File: src/rtl/boot_charge_pkg.sv
// Package: shared state encoding and flag indexes for the start-up charging controller.
// Assumes: the flag vector is packed in the order given by the index parameters.
package boot_charge_pkg;

    localparam int FLAG_W   = 3;
    localparam int IDX_LOW  = 0;
    localparam int IDX_HIGH = 1;
    localparam int IDX_CHG  = 2;

    typedef enum logic [1:0] {
        ST_IDLE   = 2'd0,
        ST_CHARGE = 2'd1,
        ST_DONE   = 2'd2
    } chg_state_t;

endpackage

File: src/rtl/bc_sync.sv
// Module: multi-stage synchronizer for a vector of asynchronous flags.
// Assumes: each bit is an independent level; no relation between bits is kept.
module bc_sync #(
    parameter int WIDTH  = 3,
    parameter int STAGES = 2
) (
    input  logic             clk,
    input  logic             rst_n,
    input  logic [WIDTH-1:0] d_async,
    output logic [WIDTH-1:0] q_sync
);
    logic [WIDTH-1:0] chain [STAGES];

    // Purpose: first capture stage.
    always_ff @(posedge clk) begin
        if (!rst_n) chain[0] <= '0;
        else        chain[0] <= d_async;
    end

    generate
        for (genvar s = 1; s < STAGES; s++) begin : g_stage
            // Purpose: further settling stages.
            always_ff @(posedge clk) begin
                if (!rst_n) chain[s] <= '0;
                else        chain[s] <= chain[s-1];
            end
        end
    endgenerate

    assign q_sync = chain[STAGES-1];
endmodule

File: src/rtl/bc_edge.sv
// Module: rising-edge detector for a vector of synchronized flags.
// Assumes: inputs are already synchronous; after reset, a flag that is already high counts as a rise.
module bc_edge #(
    parameter int WIDTH = 3
) (
    input  logic             clk,
    input  logic             rst_n,
    input  logic [WIDTH-1:0] lvl,
    output logic [WIDTH-1:0] rise
);
    logic [WIDTH-1:0] prev;

    // Purpose: remember last cycle's levels.
    always_ff @(posedge clk) begin
        if (!rst_n) prev <= '0;
        else        prev <= lvl;
    end

    // Purpose: flag a 0-to-1 change.
    always_comb rise = lvl & ~prev;
endmodule

File: src/rtl/bc_fsm.sv
// Module: state machine for edge-armed start-up charging.
// Assumes: synchronized levels and rise pulses come in on the same cycle.
// The battery-high check takes priority over a charger drop, which takes priority over a cancel.
module bc_fsm
    import boot_charge_pkg::*;
(
    input  logic clk,
    input  logic rst_n,
    input  logic low_s,
    input  logic high_s,
    input  logic chg_s,
    input  logic low_rise,
    input  logic chg_rise,
    output logic cc_en,
    output logic rst_release
);
    chg_state_t state, state_nx;

    // Purpose: next-state decision.
    always_comb begin
        state_nx = state;
        unique case (state)
            ST_IDLE: begin
                if (chg_rise && low_s) state_nx = ST_CHARGE;
            end
            ST_CHARGE: begin
                if (high_s)        state_nx = ST_DONE;
                else if (!chg_s)   state_nx = ST_IDLE;
                else if (low_rise) state_nx = ST_IDLE;
            end
            ST_DONE: begin
                if (low_s) state_nx = ST_IDLE;
            end
            default: state_nx = ST_IDLE;
        endcase
    end

    // Purpose: state register.
    always_ff @(posedge clk) begin
        if (!rst_n) state <= ST_IDLE;
        else        state <= state_nx;
    end

    // Purpose: decode outputs from the state.
    always_comb begin
        cc_en       = (state == ST_CHARGE);
        rst_release = (state == ST_DONE);
    end
endmodule

File: src/rtl/boot_charge_ctrl.sv
// Module: top of the start-up charging controller.
// Assumes: the three comparator flags are asynchronous. Every result is due three clock edges after a flag changes.
module boot_charge_ctrl
    import boot_charge_pkg::*;
#(
    parameter int SYNC_STAGES = 2
) (
    input  logic clk,
    input  logic rst_n,
    input  logic bat_low_a,
    input  logic bat_high_a,
    input  logic chg_det_a,
    output logic cc_en,
    output logic rst_release
);
    logic [FLAG_W-1:0] flags_a, flags_s, flags_r;
    logic low_s, high_s, chg_s, low_rise, chg_rise;

    // Purpose: pack the raw flags in index order.
    always_comb begin
        flags_a           = '0;
        flags_a[IDX_LOW]  = bat_low_a;
        flags_a[IDX_HIGH] = bat_high_a;
        flags_a[IDX_CHG]  = chg_det_a;
    end

    bc_sync #(.WIDTH(FLAG_W), .STAGES(SYNC_STAGES)) sync_i (
        .clk(clk), .rst_n(rst_n), .d_async(flags_a), .q_sync(flags_s)
    );

    bc_edge #(.WIDTH(FLAG_W)) edge_i (
        .clk(clk), .rst_n(rst_n), .lvl(flags_s), .rise(flags_r)
    );

    // Purpose: unpack the synchronized levels and edges.
    always_comb begin
        low_s    = flags_s[IDX_LOW];
        high_s   = flags_s[IDX_HIGH];
        chg_s    = flags_s[IDX_CHG];
        low_rise = flags_r[IDX_LOW];
        chg_rise = flags_r[IDX_CHG];
    end

    bc_fsm fsm_i (
        .clk(clk), .rst_n(rst_n),
        .low_s(low_s), .high_s(high_s), .chg_s(chg_s),
        .low_rise(low_rise), .chg_rise(chg_rise),
        .cc_en(cc_en), .rst_release(rst_release)
    );
endmodule

File: config.mk
export PLATFORM = sky130hd
export DESIGN_NAME = boot_charge_ctrl
export DESIGN_NICKNAME = d
export VERILOG_FILES = /design/src/rtl/boot_charge_pkg.sv /design/src/rtl/bc_sync.sv /design/src/rtl/bc_edge.sv /design/src/rtl/bc_fsm.sv /design/src/rtl/boot_charge_ctrl.sv
export SDC_FILE = /design/constraint.sdc
export NUM_CORES = 1
export LEC_CHECK = 0
export BUFFER_PORTS_ARGS = -buffer_cell sky130_fd_sc_hd__buf_4
export CORE_AREA = 4 4 41 43
export DETAILED_ROUTE_END_ITERATION = 16
export DIE_AREA = 0 0 45 47
export GPL_ROUTABILITY_DRIVEN = 0
export SLEW_MARGIN = 40
export SYNTH_ARGS = -nofsm -noshare
export SYNTH_HDL_FRONTEND = slang
export SYNTH_HIERARCHICAL = 1
export SYNTH_SLANG_ARGS = --single-unit
File: constraint.sdc
create_clock -name clk -period 1.5 [get_ports clk]
set_clock_uncertainty 0.05 [all_clocks]
set_input_delay 0.15 -clock clk [delete_from_list [all_inputs] [get_ports clk]]
set_output_delay 0.15 -clock clk [all_outputs]
set_load 0.01 [all_outputs]
==> results_dict.tcl, run 1 <==
set metrics [dict create \
    cp.arrival_ns 0.97 \
    utilization_pct 34.3 \
    register_area_sq_um 200 \
    initial_core_util_pct 26.6 \
    layout_commonest_cell "dfxtp_1" \
    setup_ws_ns 0.327 \
    crit_path_max_incr_delay_ns 0.36 \
    multiInputGateArea_sq_um 146 \
    core_sq_um 1300 \
    rsz0062_at_grt "false" \
    worstPathMaxFanout 5 \
    combPwrFrac_pct 4.1 \
    layout_min_cycle_time_ns 1.17 \
    end_kind "output port" \
    ctsHoldBuffers 0 \
    relSlewSlack_pct 82.7 \
    crit_family "flip-flops" \
    grt_use_total_pct 7.06 \
    insertion_delay_ns 0.26 \
    grt_max_degree 12 \
    nets 44 \
    p_sw_mw 0.0990 \
    seq_power_share_pct 52.0 \
    switching_share_pct 18.5 \
    worst_pin_slew_ns 0.256 \
    wire_per_inst_um 9.75 \
    hold_viol 0 \
    cp_slowest_cell "dfxtp_1" \
    finalPower_mw 0.536 \
    fillers 141 \
    cts_setup_buffers 0 \
    setup_viol 0 \
    ant_nets 0 \
    place_ws_ns 0.494 \
    viasPerCell 4.17 \
    vdd_ir_drop_max_mv 0.385 \
    synth_warnings 6 \
    ios 7 \
    clk_path_buf_depth 2 \
    min_path_type "in2reg" \
    worstSetupPathType "reg2out" \
    post-route-period-util_pct 78.2 \
    grt_pass1_vias 233 \
    grt_pass1_wl_um 959 \
    dieArea_sq_um 2120 \
    dr_total_vias 221 \
    rows 13 \
    synth.avg_cell_area_sq_um 12.4 \
    dr.pass1.iters 1 \
    mostFrequentLayoutCells "10 x dfxtp_1, 8 x and2_1, 6 x buf_4" \
    clk_pin_slew_worst_paths_ns 0.07 \
    root_buffer "clkbuf_4" \
    insertedDiodeCount 0 \
    areaGrowthSynthToFinish_pct 28.9 \
    syn-num-nets 33 \
    cts_tree "done" \
    htreeDepth 1 \
    ctsResizeCount 0 \
    antenna_found_initial 0 \
    setup_tns_ns 0 \
    routed_wl_um 517 \
    netlist_area_sq_um 347 \
    die_y_um 47 \
    critPathLaunchType "flip-flop" \
    netlist_instances 28 \
    max-cap-violations 0 \
    holdWs_ns 0.0434 \
    max_freq_mhz 853 \
    drc 0 \
    cts_sinks 10 \
    drive_gt1_share_pct 31.6 \
    powerDensity_nw_per_um2 1200 \
    grt.overflow.total 0 \
    drt_iter0_drc 0 \
    io_buffers 6 \
    worstPathBufferInverterCount 1 \
    cts_buffers 3 \
    p_leak_nw 0.192 \
    power.internal_mw 0.437 \
    path_cells "and2b_1 > buf_4" \
    status "complete, no violations" \
    clockPowerShare_pct 43.9 \
    cp.required_ns 1.30 \
    slew_violations 0 \
    die_x_um 45 \
]
worst register-to-register path, stage by stage (launching register included):
cell and delay [ns]:
dfxtp_1 0.33, nor2b_4 0.13, nor4bb_1 0.28, a22o_1 0.18
power by group through the flow:
stage | sequential (mW) | clock [mW] | combinational, mW
floorplan | 0.284 | 0 | 0.0107
global placement | 0.285 | 0 | 0.0215
detailed placement | 0.285 | 0 | 0.0226
CTS | 0.279 | 0.248 | 0.0228
global route | 0.280 | 0.260 | 0.0248
finish | 0.279 | 0.235 | 0.0220
per-layer routing:
metal  track usage, %  share of wire, %
met5                0                 0
met4             8.77                 0
met3             3.45               9.7
met2             9.89                52
met1             6.90                39
state kept, by name, indices dropped and copies added (netlist names):
| register | flops |
|---|---|
| sync_i/chain | 6 |
| edge_i/prev | 2 |
| fsm_i/state | 2 |
path summary, 6_finish.rpt:
path / from / depth (start not counted) / to / slack (ns)
max: fsm_i/state[1] / 2 / cc_en / 0.33
max reg2reg: sync_i/chain[1][0] / 3 / fsm_i/state[0] / 0.49
min reg2reg: sync_i/chain[0][0] / 1 / sync_i/chain[1][0] / 0.38
min: bat_low_a / 2 / sync_i/chain[0][0] / 0.04
area by class of cell:
| type | instances | area share (%) |
|---|---|---|
| clock buffers | 4 | 8.12 |
| multi-input cells | 18 | 32.8 |
| flip-flops and latches | 10 | 44.8 |
| well taps | 15 | 4.20 |
| repair buffers | 6 | 10.1 |
metrics by stage:
| step | cell area, sq um | std cells |
|---|---|---|
| after detailed placement | 410 | 49 |
| after global placement | 410 | 49 |
| final | 447 | 53 |
| after global routing | 447 | 53 |
| after CTS | 447 | 53 |
| after floorplan | 347 | 28 |
(Power assumes the default switching activity.)
==> run 2: changes to the inputs <==
- clock period: 1.5 -> 1.1 ns (I/O delays scaled with it)
==> results_dict.tcl, run 2 (same netlist as run 1, synthesis figures left out) <==
set metrics [dict create \
    routed_wl_um 580 \
    worstPathBufferInverterCount 1 \
    power.internal_mw 0.602 \
    ant_nets 0 \
    cp_slowest_cell "dfxtp_2" \
    grt_use_total_pct 6.52 \
    die_y_um 47 \
    grt_pass1_wl_um 903 \
    cts_tree "done" \
    status "complete, no violations" \
    wl_met3_um 45 \
    maxUsedRoutingLayer "met3" \
    cp.required_ns 0.94 \
    io_buffers 6 \
    critPathLaunchType "flip-flop" \
    initial_core_util_pct 26.6 \
    crit_path_max_incr_delay_ns 0.34 \
    viasPerCell 4.18 \
    grt.overflow.total 0 \
    drive_gt1_share_pct 40.5 \
    combPwrFrac_pct 5.1 \
    dr_total_vias 238 \
    insertion_delay_ns 0.26 \
    crit_end "cc_en" \
    core_sq_um 1300 \
    min_path_type "in2reg" \
    largestRegisters "sync_i/chain: 6 flops, edge_i/prev: 2 flops, fsm_i/state: 2 flops" \
    worstSetupPathType "reg2out" \
    die_x_um 45 \
    antenna_found_initial 0 \
    areaGrowthSynthToFinish_pct 42.6 \
    relSlewSlack_pct 82.2 \
    wire_per_inst_um 10.2 \
    cp.arrival_ns 0.92 \
    worst_pin_slew_ns 0.263 \
    path_cells "and2b_1 > buf_6" \
    place_inst 49 \
    worstPathMaxFanout 4 \
    clk_path_buf_depth 2 \
    rr_startpoint "sync_i/chain[1][0]" \
    vdd_ir_drop_max_mv 0.734 \
    r2r-end "fsm_i/state[0]" \
    powerDensity_nw_per_um2 1490 \
    drc 0 \
    insertedDiodeCount 0 \
    dp_hpwl_um 401 \
    r2r_cells 3 \
    root_buffer "clkbuf_4" \
    clk_pin_slew_worst_paths_ns 0.06 \
    rows 13 \
    setup_viol 0 \
    hold_viol 0 \
    switching_share_pct 18.2 \
    p_sw_mw 0.134 \
    max-cap-violations 0 \
    dr.pass1.iters 2 \
    crit_family "flip-flops" \
    layout_min_cycle_time_ns 1.08 \
    cts_buffers 3 \
    post-route-period-util_pct 97.8 \
    final_cells 57 \
    fillers 144 \
    largest_register_ffs 6 \
    end_kind "output port" \
    grt_pass1_vias 236 \
    nets 48 \
    rrSetupSlack_ns 0.06 \
    startpoint "fsm_i/state[1]" \
    mostFrequentLayoutCells "8 x and2_1, 8 x dfxtp_1, 7 x buf_4" \
    utilization_pct 38.0 \
    grt_max_degree 12 \
    clockPowerShare_pct 43.3 \
    crit_cells 2 \
    m1WireLength_um 223 \
    dr_wl_met2_um 312 \
    p_leak_nw 0.214 \
    max_freq_mhz 930 \
    cts_sinks 10 \
    ios 7 \
    rsz0062_at_grt "true" \
    seq_power_share_pct 51.7 \
    slew_violations 0 \
    htreeDepth 1 \
    drt_iter0_drc 2 \
    holdWs_ns 0.0118 \
    top_register "sync_i/chain" \
    dieArea_sq_um 2120 \
]
[run 2: cell count changes in the layout (fill, tap and decap cells not counted), sizes merged]
| cell | delta |
|---|---|
| dlygate4sd3 | +2 |
| buf | +2 |
[run 2: worst reg2reg max path: stages (launching register included)]
cell and delay [ns]:
dfxtp_1 0.33, nor2b_4 0.13, nor4bb_2 0.30, a22o_1 0.18
[run 2: worst min path at each step]
stage,start,to,cells after the start
floorplan,rst_n,edge_i/prev[0],1
global route,bat_high_a,sync_i/chain[0][1],2
global placement,chg_det_a,sync_i/chain[0][2],2
finish,bat_high_a,sync_i/chain[0][1],2
detailed placement,chg_det_a,sync_i/chain[0][2],2
CTS,bat_high_a,sync_i/chain[0][1],2
[run 2: cell type report]
| class | instances | area (sq um) | area share (%) |
|---|---|---|---|
| timing repair buffer | 10 | 83.8 | 17.0 |
| clock buffer | 4 | 36.3 | 7.34 |
| multi-input combinational | 18 | 153 | 30.9 |
| tap | 15 | 18.8 | 3.80 |
| sequential | 10 | 203 | 41.0 |
[run 2: power groups by stage]
| stage | logic (mW) | registers, mW | clock network [mW] |
|---|---|---|---|
| after floorplan | 0.0146 | 0.387 | 0 |
| after global placement | 0.0293 | 0.388 | 0 |
| after detailed placement | 0.0302 | 0.389 | 0 |
| after CTS | 0.0373 | 0.381 | 0.335 |
| after global routing | 0.0417 | 0.381 | 0.350 |
| final | 0.0373 | 0.381 | 0.319 |
[run 2: metal layers]
metal | GRT usage, % | vias up
met5 | 0 | -
li1 | - | 121
met2 | 11.3 | 7
met3 | 3.45 | 0
met1 | 5.56 | 110
met4 | 5.26 | 0
[run 2: timing repair]
action | CTS | global route
pin swaps | 0 | 0
endpoints found under the setup margin | 2 | 1
buffers inserted | 1 | 1
gates resized for setup | 4 | 0
hold buffers | 2 | 0
endpoints found under the hold margin | 2 | 0
[run 2: through the flow]
| stage | setup WS (ns) | instance area, sq um | TNS [ns] | total power, mW |
|---|---|---|---|---|
| 2_1_floorplan | 0.188 | 347 | 0 | 0.402 |
| 3_3_place_gp | 0.142 | 410 | 0 | 0.417 |
| 3_5_place_dp | 0.00615 | 410 | 0 | 0.419 |
| 4_1_cts | 0.000940 | 487 | 0 | 0.753 |
| 5_1_grt | -0.0254 | 494 | -0.0254 | 0.773 |
| 6_report | 0.0242 | 494 | 0 | 0.737 |
==> run 3: changes to the inputs <==
- ABC_AREA: unset -> 1
- BUFFER_PORTS_ARGS: -buffer_cell sky130_fd_sc_hd__buf_4 -> unset
- DONT_BUFFER_PORTS: unset -> 1
- clock period: 1.1 -> 1.35 ns (I/O delays scaled with it)
==> results_dict.tcl, run 3 <==
set metrics [dict create \
    end_kind "output port" \
    fillers 145 \
    top_register "sync_i/chain" \
    clk_pin_slew_worst_paths_ns 0.06 \
    drt_iter0_drc 2 \
    powerDensity_nw_per_um2 1300 \
    wire_per_inst_um 8.18 \
    vdd_ir_drop_max_mv 0.599 \
    setup_viol 0 \
    grt_max_degree 10 \
    cts_buffers 3 \
    nets 63 \
    grt_pass1_wl_um 1090 \
    die_y_um 47 \
    worst_pin_slew_ns 0.291 \
    startpoint "fsm_i/state[1]" \
    mostFrequentLayoutCells "14 x inv_1, 14 x nand2_1, 10 x dfxtp_1" \
    cts_tree "done" \
    crit_end "rst_release" \
    io_buffers 0 \
    setup_ws_ns 0.285 \
    critPathLaunchType "flip-flop" \
    largestRegisters "sync_i/chain: 6 flops, edge_i/prev: 2 flops, fsm_i/state: 2 flops" \
    ios 7 \
    r2r_cells 4 \
    status "complete, no violations" \
    holdWs_ns 0.359 \
    p_leak_nw 0.250 \
    hold_viol 0 \
    place_ws_ns 0.388 \
    areaGrowthSynthToFinish_pct 26.1 \
    rr_startpoint "fsm_i/state[0]" \
    netlist_area_sq_um 364 \
    htreeDepth 1 \
    drive_gt1_share_pct 17.5 \
    syn-num-nets 54 \
    worstSetupPathType "reg2out" \
    ctsHoldBuffers 4 \
    relSlewSlack_pct 80.5 \
    slew_violations 0 \
    initial_core_util_pct 28.0 \
    ctsResizeCount 0 \
    max_freq_mhz 939 \
    viasPerCell 3.83 \
    post-route-period-util_pct 78.9 \
    rrSetupSlack_ns 0.40 \
    layout_min_cycle_time_ns 1.06 \
    antenna_found_initial 0 \
    dr.pass1.iters 2 \
    largest_register_ffs 6 \
    cts_sinks 10 \
    grt_use_total_pct 7.70 \
    die_x_um 45 \
    r2r-end "fsm_i/state[1]" \
    cp.required_ns 1.16 \
    rsz0062_at_grt "false" \
    synth_warnings 6 \
    routed_wl_um 589 \
    dp_hpwl_um 399 \
    dieArea_sq_um 2120 \
    root_buffer "clkbuf_4" \
    setup_tns_ns 0 \
    grt_pass1_vias 278 \
    core_sq_um 1300 \
    dr_total_vias 276 \
    ant_nets 0 \
    netlist_instances 49 \
    grt.overflow.total 0 \
    clk_path_buf_depth 2 \
    insertedDiodeCount 0 \
    worstPathMaxFanout 3 \
    insertion_delay_ns 0.26 \
    drc 0 \
    max-cap-violations 0 \
    synth.avg_cell_area_sq_um 7.43 \
    cts_setup_buffers 0 \
    rows 13 \
    cp.arrival_ns 0.88 \
    worstHoldPathCells 2 \
    min_path_type "reg2reg" \
]
-- run 3: power breakdown --
part / switching [mW] / leakage (nW) / internal [mW]
logic: 0.0145 / 0.147 / 0.0144
registers: 0.00459 / 0.0820 / 0.305
clock network: 0.0934 / 0.0210 / 0.163
total: 0.113 / 0.250 / 0.483
-- run 3: how the worst min path moves through the flow --
stage	startpoint	to	slack (ns)
2_1_floorplan	rst_n	edge_i/prev[0]	0.18
3_3_place_gp	rst_n	sync_i/chain[1][2]	0.18
3_5_place_dp	rst_n	sync_i/chain[0][0]	0.19
4_1_cts	sync_i/chain[0][1]	sync_i/chain[1][1]	0.37
5_1_grt	sync_i/chain[0][1]	sync_i/chain[1][1]	0.39
6_report	sync_i/chain[0][1]	sync_i/chain[1][1]	0.36
-- run 3: through the flow --
step | instance area, sq um | total power [mW] | cells | utilization [%]
floorplan | 364 | 0.330 | 49 | -
global placement | 383 | 0.332 | 64 | 29.4
detailed placement | 383 | 0.333 | 64 | 29.4
CTS | 459 | 0.606 | 72 | 35.3
global route | 459 | 0.629 | 72 | 35.3
finish | 459 | 0.596 | 72 | 35.3
-- run 3: layout make-up --
cell class | count | area, sq um | area share (%)
Clock buffer | 4 | 36.3 | 7.90
Timing Repair Buffer | 4 | 40.0 | 8.72
Sequential cell | 10 | 200 | 43.6
Inverter | 15 | 56.3 | 12.3
Tap cell | 15 | 18.8 | 4.09
Multi-Input combinational cell | 24 | 108 | 23.4
-- run 3: per-layer routing --
| metal | share of wire [%] | vias up | track usage, % |
|---|---|---|---|
| li1 | - | 151 | - |
| met1 | 39 | 116 | 6.47 |
| met2 | 56 | 7 | 14.4 |
| met3 | 4.2 | 2 | 3.45 |
| met4 | 0.85 | 0 | 5.26 |
| met5 | 0 | - | 0 |
-- run 3: worst max-delay path: stages (launching register included) --
cell and delay, ns:
dfxtp_1 0.37, inv_1 0.08, nor2_2 0.18
